$ cat src/rtl/can_bs_pkg.sv
package can_bs_pkg;
  typedef enum logic {
    BS_IDLE = 1'b0,
    BS_RUN  = 1'b1
  } bs_state_e;
endpackage

$ cat src/rtl/can_bs_sync.sv
module can_bs_sync (
  input  logic clk,
  input  logic rst,
  input  logic rx_in,
  output logic rx_sync,
  output logic rx_fall
);
  logic meta_q;
  logic sync_q;
  logic prev_q;

  always_ff @(posedge clk) begin
    if (rst) begin
      meta_q <= 1'b1;
      sync_q <= 1'b1;
      prev_q <= 1'b1;
    end else begin
      meta_q <= rx_in;
      sync_q <= meta_q;
      prev_q <= sync_q;
    end
  end

  assign rx_sync = sync_q;
  assign rx_fall = prev_q & ~sync_q;

  logic [1:0] arm_q;
  always_ff @(posedge clk) begin
    if (rst) arm_q <= 2'b00;
    else     arm_q <= {arm_q[0], 1'b1};
  end

  // synchronized level trails the pin by exactly two clocks
  p_sync_delay_r3: assert property (@(posedge clk) disable iff (rst)
    (arm_q == 2'b11) |-> (rx_sync == $past(rx_in, 2)));
endmodule

$ cat src/rtl/can_bs_timer.sv
module can_bs_timer #(
  parameter int BIT_CLKS   = 100,
  parameter int SAMPLE_OFS = 70,
  parameter int SPAN_MAX   = 16
) (
  input  logic clk,
  input  logic rst,
  input  logic clr,
  input  logic active,
  input  logic ref_now,
  output logic hit
);
  localparam int EL_MAX = SPAN_MAX * BIT_CLKS + SAMPLE_OFS + 2;
  localparam int EL_W   = $clog2(EL_MAX + 1);
  localparam int SPAN_W = $clog2(SPAN_MAX + 1);
  localparam logic [EL_W-1:0]   BIT_L  = EL_W'(BIT_CLKS);
  localparam logic [EL_W-1:0]   OFS_L  = EL_W'(SAMPLE_OFS);
  localparam logic [SPAN_W-1:0] SPAN_L = SPAN_W'(SPAN_MAX);

  // elapsed: clocks since the reference edge (0 in the edge cycle)
  // span:    bit index now awaited minus bit index at the edge
  logic [EL_W-1:0]   elapsed_q;
  logic [SPAN_W-1:0] span_q;
  logic [EL_W-1:0]   target;

  always_comb begin
    target = EL_W'(span_q) * BIT_L + OFS_L;
    hit    = active && (elapsed_q == target);
  end

  always_ff @(posedge clk) begin
    if (rst || clr) begin
      elapsed_q <= '0;
      span_q    <= '0;
    end else if (ref_now) begin
      elapsed_q <= EL_W'(1);
      span_q    <= hit ? SPAN_W'(1) : '0;
    end else if (hit) begin
      if (span_q == SPAN_L) begin
        elapsed_q <= OFS_L + EL_W'(1);
        span_q    <= SPAN_W'(1);
      end else begin
        elapsed_q <= elapsed_q + EL_W'(1);
        span_q    <= span_q + SPAN_W'(1);
      end
    end else if (active) begin
      elapsed_q <= elapsed_q + EL_W'(1);
    end
  end

  // sample instants never fall in adjacent cycles
  p_spaced_hits_r4: assert property (@(posedge clk) disable iff (rst)
    hit |=> !hit);
endmodule

$ cat src/rtl/can_bit_sampler.sv
module can_bit_sampler #(
  parameter int CLK_HZ     = 100_000_000,
  parameter int BITRATE    = 1_000_000,
  parameter int SAMPLE_PCT = 70,
  parameter int SPAN_MAX   = 16,
  parameter int IDX_W      = 8
) (
  input  logic             clk,
  input  logic             rst,
  input  logic             rx,
  input  logic             restart,
  output logic             bit_valid,
  output logic             bit_value,
  output logic [IDX_W-1:0] bit_index
);
  import can_bs_pkg::*;

  localparam int BIT_CLKS   = CLK_HZ / BITRATE;
  localparam int SAMPLE_OFS = (BIT_CLKS * SAMPLE_PCT) / 100;

  logic      rx_sync;
  logic      rx_fall;
  logic      hit;
  logic      ref_now;
  logic      running;
  bs_state_e state_q;
  logic [IDX_W-1:0] idx_q;

  can_bs_sync u_sync (
    .clk     (clk),
    .rst     (rst),
    .rx_in   (rx),
    .rx_sync (rx_sync),
    .rx_fall (rx_fall)
  );

  assign running = (state_q == BS_RUN);
  assign ref_now = !restart &&
                   ((!running && !rx_sync) || (running && rx_fall));

  can_bs_timer #(
    .BIT_CLKS   (BIT_CLKS),
    .SAMPLE_OFS (SAMPLE_OFS),
    .SPAN_MAX   (SPAN_MAX)
  ) u_timer (
    .clk     (clk),
    .rst     (rst),
    .clr     (restart),
    .active  (running),
    .ref_now (ref_now),
    .hit     (hit)
  );

  always_ff @(posedge clk) begin
    if (rst || restart) begin
      state_q   <= BS_IDLE;
      idx_q     <= '0;
      bit_valid <= 1'b0;
      bit_value <= 1'b1;
      bit_index <= '0;
    end else begin
      bit_valid <= hit;
      if (hit) begin
        bit_value <= rx_sync;
        bit_index <= idx_q;
        idx_q     <= idx_q + IDX_W'(1);
      end
      if (!running && !rx_sync) state_q <= BS_RUN;
    end
  end

  // nothing is strobed out of the idle state
  p_idle_silent_r2: assert property (@(posedge clk) disable iff (rst)
    (state_q == BS_IDLE) |=> !bit_valid);

  // restart clears the strobe and the index, and returns to idle
  p_restart_clears_r7: assert property (@(posedge clk) disable iff (rst)
    restart |=> (!bit_valid && bit_index == '0 && state_q == BS_IDLE));

  // the index moves only with a strobe or when cleared
  p_index_moves_r5: assert property (@(posedge clk) disable iff (rst)
    !$stable(bit_index) |-> (bit_valid || bit_index == '0));
endmodule

$ cat config.mk
export PLATFORM = sky130hd
export DESIGN_NAME = can_bit_sampler
export DESIGN_NICKNAME = d
export VERILOG_FILES = /design/src/rtl/can_bs_pkg.sv /design/src/rtl/can_bs_sync.sv /design/src/rtl/can_bs_timer.sv /design/src/rtl/can_bit_sampler.sv
export SDC_FILE = /design/constraint.sdc
export NUM_CORES = 1
export LEC_CHECK = 0
export BUFFER_PORTS_ARGS = -buffer_cell sky130_fd_sc_hd__clkbuf_2
export CAP_MARGIN = 20
export CORE_UTILIZATION = 40
export DETAILED_ROUTE_END_ITERATION = 8
export GPL_TIMING_DRIVEN = 0
export HOLD_SLACK_MARGIN = 0.1
export MAX_ROUTING_LAYER = met4
export PLACE_DENSITY = 0.55
export SLEW_MARGIN = 20
export SYNTH_ARGS = -nofsm -noshare
export SYNTH_HDL_FRONTEND = slang
export SYNTH_SLANG_ARGS = --single-unit
$ cat constraint.sdc
create_clock -name clk -period 10 [get_ports clk]
set_input_delay 1.5 -clock clk [delete_from_list [all_inputs] [get_ports clk]]
set_output_delay 1.5 -clock clk [all_outputs]
set_load 0.1 [all_outputs]
# After elaboration in Yosys (flattened, before gate mapping)
# Cells that the tools add are included.
# word_totals
ramBits,0
output_inout_bits,10
latchBits,0
register_bits,38
wordCells,41
mem_bits_ro,0
mem_count,0
# classes
div,0
bitwise_logic,2
n_eq_ne,2
mux,8
mul,1
n_reduce_logical,13
n_addsub,4
order_cmp,0
shifts,0
# op_table
op,count
$mux W11,3
$mux W5,3
$add A11 B1 Y11 const B,1
$add A11 B7 Y11 const B,1
$eq A11 B11 Y1,1
$mul A5 B5 Y9 const B,1
$add A8 B1 Y8 const B,1
$add A5 B1 Y5 const B,1
$eq A5 B5 Y1 const B,1
$logic_and A1 B1 Y1,4
$reduce_bool A2 Y1,2
$logic_not A1 Y1,3
$reduce_bool A3 Y1,1
$logic_or A1 B1 Y1,2
$mux W1,2
$reduce_or A2 Y1,1
$and A1 B1 Y1,1
$not A1 Y1,1

# Depth between registers and ports, before layout
# logic_depth
word_depth,6
depth_mapped,13

# Cells and area by module
# A second synthesis with hierarchy kept.
# hier_totals
cells_unflattened,232
area_unflattened_um2,2169.6
# modules_own_cells
module,cells_each,seq_area_each_um2,instances,area_each_um2
can_bs_timer,150,320.3,1,1360.1
can_bit_sampler,75,380.4,1,724.4
can_bs_sync,7,60.1,1,85.1

# Least setup slack after synthesis
# OpenSTA, ideal clock, no wires.
# synth_timing
kind,register to register
startpoint,register u_timer.span_q[0]
endpoint,register u_timer.elapsed_q[1]
setup_slack_ps,6426
synth_period_minus_slack_ps,3574
path_buffers,1
t_arrival_ps,3486
t_required_ps,9912
stages_incl_launch_ff,12
setup_time_ps,88
path_cell_list,dfxtp_1 inv_1 ha_1 ha_1 ha_1 fa_1 xor2_1 xnor2_1 or4_1 buf_2 or4_4 a311oi_2
# synth_between
elab_chain_cells,5
# synth_lines
item,line_no,rtl
"start, declared",can_bs_timer.sv:23,logic [SPAN_W-1:0] span_q;
"start signal, assigned",can_bs_timer.sv:37,span_q <= hit ? SPAN_W'(1) : '0;
"start signal, assigned",can_bs_timer.sv:44,span_q <= span_q + SPAN_W'(1);
$mul A5 B5 Y9,can_bs_timer.sv:27,target = EL_W'(span_q) * BIT_L + OFS_L;
$add A11 B7 Y11,can_bs_timer.sv:27,
$eq A11 B11 Y1,can_bs_timer.sv:28,hit = active && (elapsed_q == target);
$logic_and A1 B1 Y1,can_bs_timer.sv:28,
$mux W11 or $reduce_bool A2 Y1 (tied branches),--,
"end signal, assigned",can_bs_timer.sv:40,elapsed_q <= OFS_L + EL_W'(1);
"end signal, assigned",can_bs_timer.sv:43,elapsed_q <= elapsed_q + EL_W'(1);
"end signal, assigned",can_bs_timer.sv:47,elapsed_q <= elapsed_q + EL_W'(1);
"end, declared",can_bs_timer.sv:22,logic [EL_W-1:0] elapsed_q;
# Parallel ways exist; a longest one is shown, timed or not.
# A chain may end at the register's enable or synchronous reset.

# Final worst setup path
# layout_timing
startpoint,register u_timer.span_q[0]
endpoint,register u_timer.elapsed_q[7]
# Same word-level chain as after synthesis.

==> results.txt <==
The first global-routing pass estimated 8250 um of wire. The final number of max-transition violations is 0. The synthesis warning total came out at 0. The signal on the critical path passes through inv_1 > ha_1 > ha_1 > ha_1 > fa_1 > xor2_2 > xor2_1 > xnor2_1 > or4_1 > buf_2 > nor4_2 > nor3_1. Once detail routing completed, the nets flagged for antenna violations numbered 0. The most frequently used flop master after synthesis is sky130_fd_sc_hd__dfxtp_1. In the post-synthesis netlist, the biggest area contributors are sky130_fd_sc_hd__dfxtp_1, sky130_fd_sc_hd__ha_1, sky130_fd_sc_hd__mux2i_1.

The number of buffers inserted to repair setup after CTS is 0. The I/O pin count is 14. The hold violation total from the final report came to 0. The post-route clock skew is 0.0113 ns.

The number of placement rows is 27. At the worst endpoint, the arrival time is 4.25 ns. Among cell families on the critical path, the largest total delay comes from adder cells.

The maximum clock insertion buffer count is 2. The critical path startpoint is u_timer.span_q[0]$_SDFFE_PP0P_. The async set-or-reset flop fraction in the synthesized netlist came out at 0. sky130_fd_sc_hd__dfxtp_1 takes more of the synthesized area than any other cell.

The number of instances resized during post-cts repair came out at 0. The number of flops mapped to enable cells by yosys came out at 0. The leakage power of the design is 0.965 nW. The power share of the clock group came out at 0.415. The mean instance size in the synthesized netlist came out at 8.90 um2. Clock-pin slew was measured on the worst setup and hold paths at 0.09 ns. The total number of clock tree sinks is 38. Summed over all nets, the half-perimeter wirelength after detailed placement is 3750 um. Clock latency on the worst-skew pair, taken at its later pin, is 0.30 ns.

After the last flow step, the layout net total stands at 301. Using the TritonRoute via totals, the vias-per-cell ratio works out to 5.39. The post-synthesis sequential element count is 38. Setup slack on the worst reg-to-reg path comes out at 5.90 ns. The net load switching power is 0.0639 mW. The switching power share of the total is 0.234.

In the routed design, unresolved DRC markers number 0. The number of max-cap violations came out at 0. By startpoint and endpoint, the worst setup path is classified as reg -> reg. In this run the most critical hold path is launched from u_sync.meta_q$_SDFF_PP1_. The area of the die is 6050 um2. The area added between synthesis and finish is 10.7%.

The capturing point of the worst reg2reg path is u_timer.elapsed_q[7]$_SDFFE_PP0P_. STA classifies the critical path startpoint as a flip-flop. On the final layout, the worst hold slack is 0.411 ns. The unique cell type count in the Yosys netlist is 40. The CTS tree is built. The largest single stage delay on the critical path is 0.76 ns. The design internal power came out at 0.210 mW. The path class of the lowest-slack min-delay path is reg -> reg.

The power density over the cells came out at 108 nW/um2. Setup repair after global routing left no endpoint under its margin. The most numerous cell on the critical path is sky130_fd_sc_hd__ha_1. The worst pin sits at a relative slew slack of 0.389. The critical path crosses 12 cells after its start point. Yosys instantiated no cell more often than sky130_fd_sc_hd__dfxtp_1. The accumulated negative setup slack came out at 0 ns. The post-synth design cell area came out at 2300 um2. In the final layout, the share of cells above drive strength 1 is 0.115. The number of iterations in the first detailed-routing pass came out at 4. The share of the Yosys chip area taken by registers is 0.331. Of the total power, combinational logic draws 0.028.

The filler cell count came out at 562. The total overflow left after global routing is 0. The number of global-route vias before repair was 1740. The hold path depth came out at 1.

The number of antenna violations at the first check in global routing was 0. The count of input and output buffers came out at 12. The worst endpoint required time is 10.15 ns.

The number of CTS-inserted buffers came out at 5. The transition time of the tightest slew-check pin is 0.909 ns. Among all stages on the critical path, the largest delay is contributed by sky130_fd_sc_hd__nor4_2. Along the worst path, the maximum fanout reaches 8. The path with the worst hold slack has its endpoint at u_sync.rx_sync$_SDFF_PP1_.

For this block, the routed nets add up to 5020 um of wire. The total power draw came out at 0.274 mW. The initial cell density of the core is 0.417. The worst register-to-register path has a depth of 12. The run finished with clean final reports. The number of antenna diodes came out at 0.

The placer congestion estimate came out at 0.785. The ratio of final minimum period to clock period is 0.410. The smallest clock period supported by the final layout is computed as 4.10 ns. The wire length per cell came out at 14.4 um.

The detailed router finished its first iteration with 60 violations. The total nets after synthesis is 282. The vias after detailed routing is 1888. The kind of end point of the critical path is a flip-flop. The synthesized instance count came out at 258.

The maximum operating frequency is 244 MHz. The startpoint identified for the worst register-to-register timing path is u_timer.span_q[0]$_SDFFE_PP0P_. The top cell type's share of synthesized area is 0.331. The floorplan die height is 77.8 um. The number of buffers and inverters on the critical path came out at 2.

The overall fraction of global-route tracks in use came out at 0.183. Sorting the synthesized cells by how often they occur yields sky130_fd_sc_hd__dfxtp_1, sky130_fd_sc_hd__nand2_1, sky130_fd_sc_hd__ha_1. The H-tree depth is 2.

Hold repair after CTS inserted 0 buffers. The peak ir drop on the vdd network is 66.7 uV. The part of the power in registers is 0.557. The final count of negative-setup-slack endpoints came out at 0.

Entering global routing, the biggest net connects 13 pins. The die is 77.8 um wide. In this run the clock root is driven by a sky130_fd_sc_hd__clkbuf_8. The core region area is 5510 um2.
[cell families (layout without fill, tap and decap cells)]
group	after synthesis	in the layout	share of synthesized area
simple gates	103	103	0.244
buf+inv	25	45	0.0430
mux	16	16	0.0698
flops	38	38	0.331
fa+ha+maj	20	20	0.112
xor+xnor	30	30	0.118
compound gates	26	26	0.0823
[worst max path at each step]
stage,endpoint
2_1_floorplan,u_timer.elapsed_q[1]$_SDFFE_PP0P_
3_3_place_gp,u_timer.elapsed_q[0]$_SDFFE_PP0P_
3_5_place_dp,u_timer.elapsed_q[7]$_SDFFE_PP0P_
4_1_cts,u_timer.elapsed_q[7]$_SDFFE_PP0P_
5_1_grt,u_timer.elapsed_q[4]$_SDFFE_PP0P_
6_report,u_timer.elapsed_q[7]$_SDFFE_PP0P_
[routing by layer]
metal	global-route usage	wire (um)	vias to the layer above
met5	-	0	-
met4	0.0755	101	0
met3	0.0341	136	8
met2	0.303	2330	23
met1	0.219	2460	893
li1	-	-	964
[per-stage QoR]
stage,utilization,instance area [um2],worst slack [ns],instances
after global placement,0.444,2450,6.02,342
after floorplan,-,2300,6.43,258
after detailed placement,0.444,2450,5.95,342
after global routing,0.461,2540,5.61,350
final,0.461,2540,5.90,350
after CTS,0.461,2540,5.92,350
[worst register-to-register path, delay by kind of cell, from the launching register on]
kind	cells	cell delay [ns]
xor gates and xnor gates	3	0.59
buffers and inverters	2	0.29
DFF	1	0.47
adders and majority gates	4	1.33
and+or+nand+nor	3	1.27
[power by group through the flow]
stage | Sequential (mW) | Clock (mW) | Combinational [mW]
floorplan | 0.156 | 0 | 0.00552
global placement | 0.156 | 0 | 0.00784
detailed placement | 0.156 | 0 | 0.00789
CTS | 0.152 | 0.117 | 0.00794
global route | 0.152 | 0.123 | 0.00878
finish | 0.152 | 0.114 | 0.00778
[registers in the layout, indices dropped and copies added, names as in the netlist]
| name | count |
|---|---|
| u_timer.span_q | 5 |
| u_timer.elapsed_q | 11 |
| u_sync.meta_q | 1 |
| bit_value | 1 |
| bit_index | 8 |
| u_sync.prev_q | 1 |
| u_sync.rx_sync | 1 |
| running | 1 |
| bit_valid | 1 |
| idx_q | 8 |
[final cells by class]
type | instances | area [um2] | share of cell area
timing repair buffer | 12 | 60.1 | 0.0236
clock buffer | 6 | 82.6 | 0.0325
buffer | 13 | 53.8 | 0.0212
multi-input combinational | 195 | 1440 | 0.565
sequential | 38 | 761 | 0.299
inverter | 12 | 45.0 | 0.0177
clock inverter | 2 | 12.5 | 0.00492
tap | 72 | 90.1 | 0.0355
[cells in the final DEF, fill, tap and decap left out, drive strengths merged, types with 2 or more instances in the layout]
| cell | count |
|---|---|
| xor2 | 14 |
| nor3 | 9 |
| nor2 | 10 |
| a211oi | 4 |
| inv | 12 |
| a311oi | 2 |
| o31ai | 2 |
| nor4 | 11 |
| nand2 | 27 |
| mux2i | 16 |
| o21ai | 2 |
| or3 | 7 |
| a31oi | 4 |
| xnor2 | 16 |
| nand4 | 11 |
| dfxtp | 38 |
| or4 | 7 |
| nand3 | 5 |
| o41a | 2 |
| clkbuf | 27 |
| and3 | 6 |
| buf | 4 |
| ha | 19 |
| a21oi | 6 |
| or2 | 4 |
| and2 | 2 |
Power figures use the tool's default switching activity.
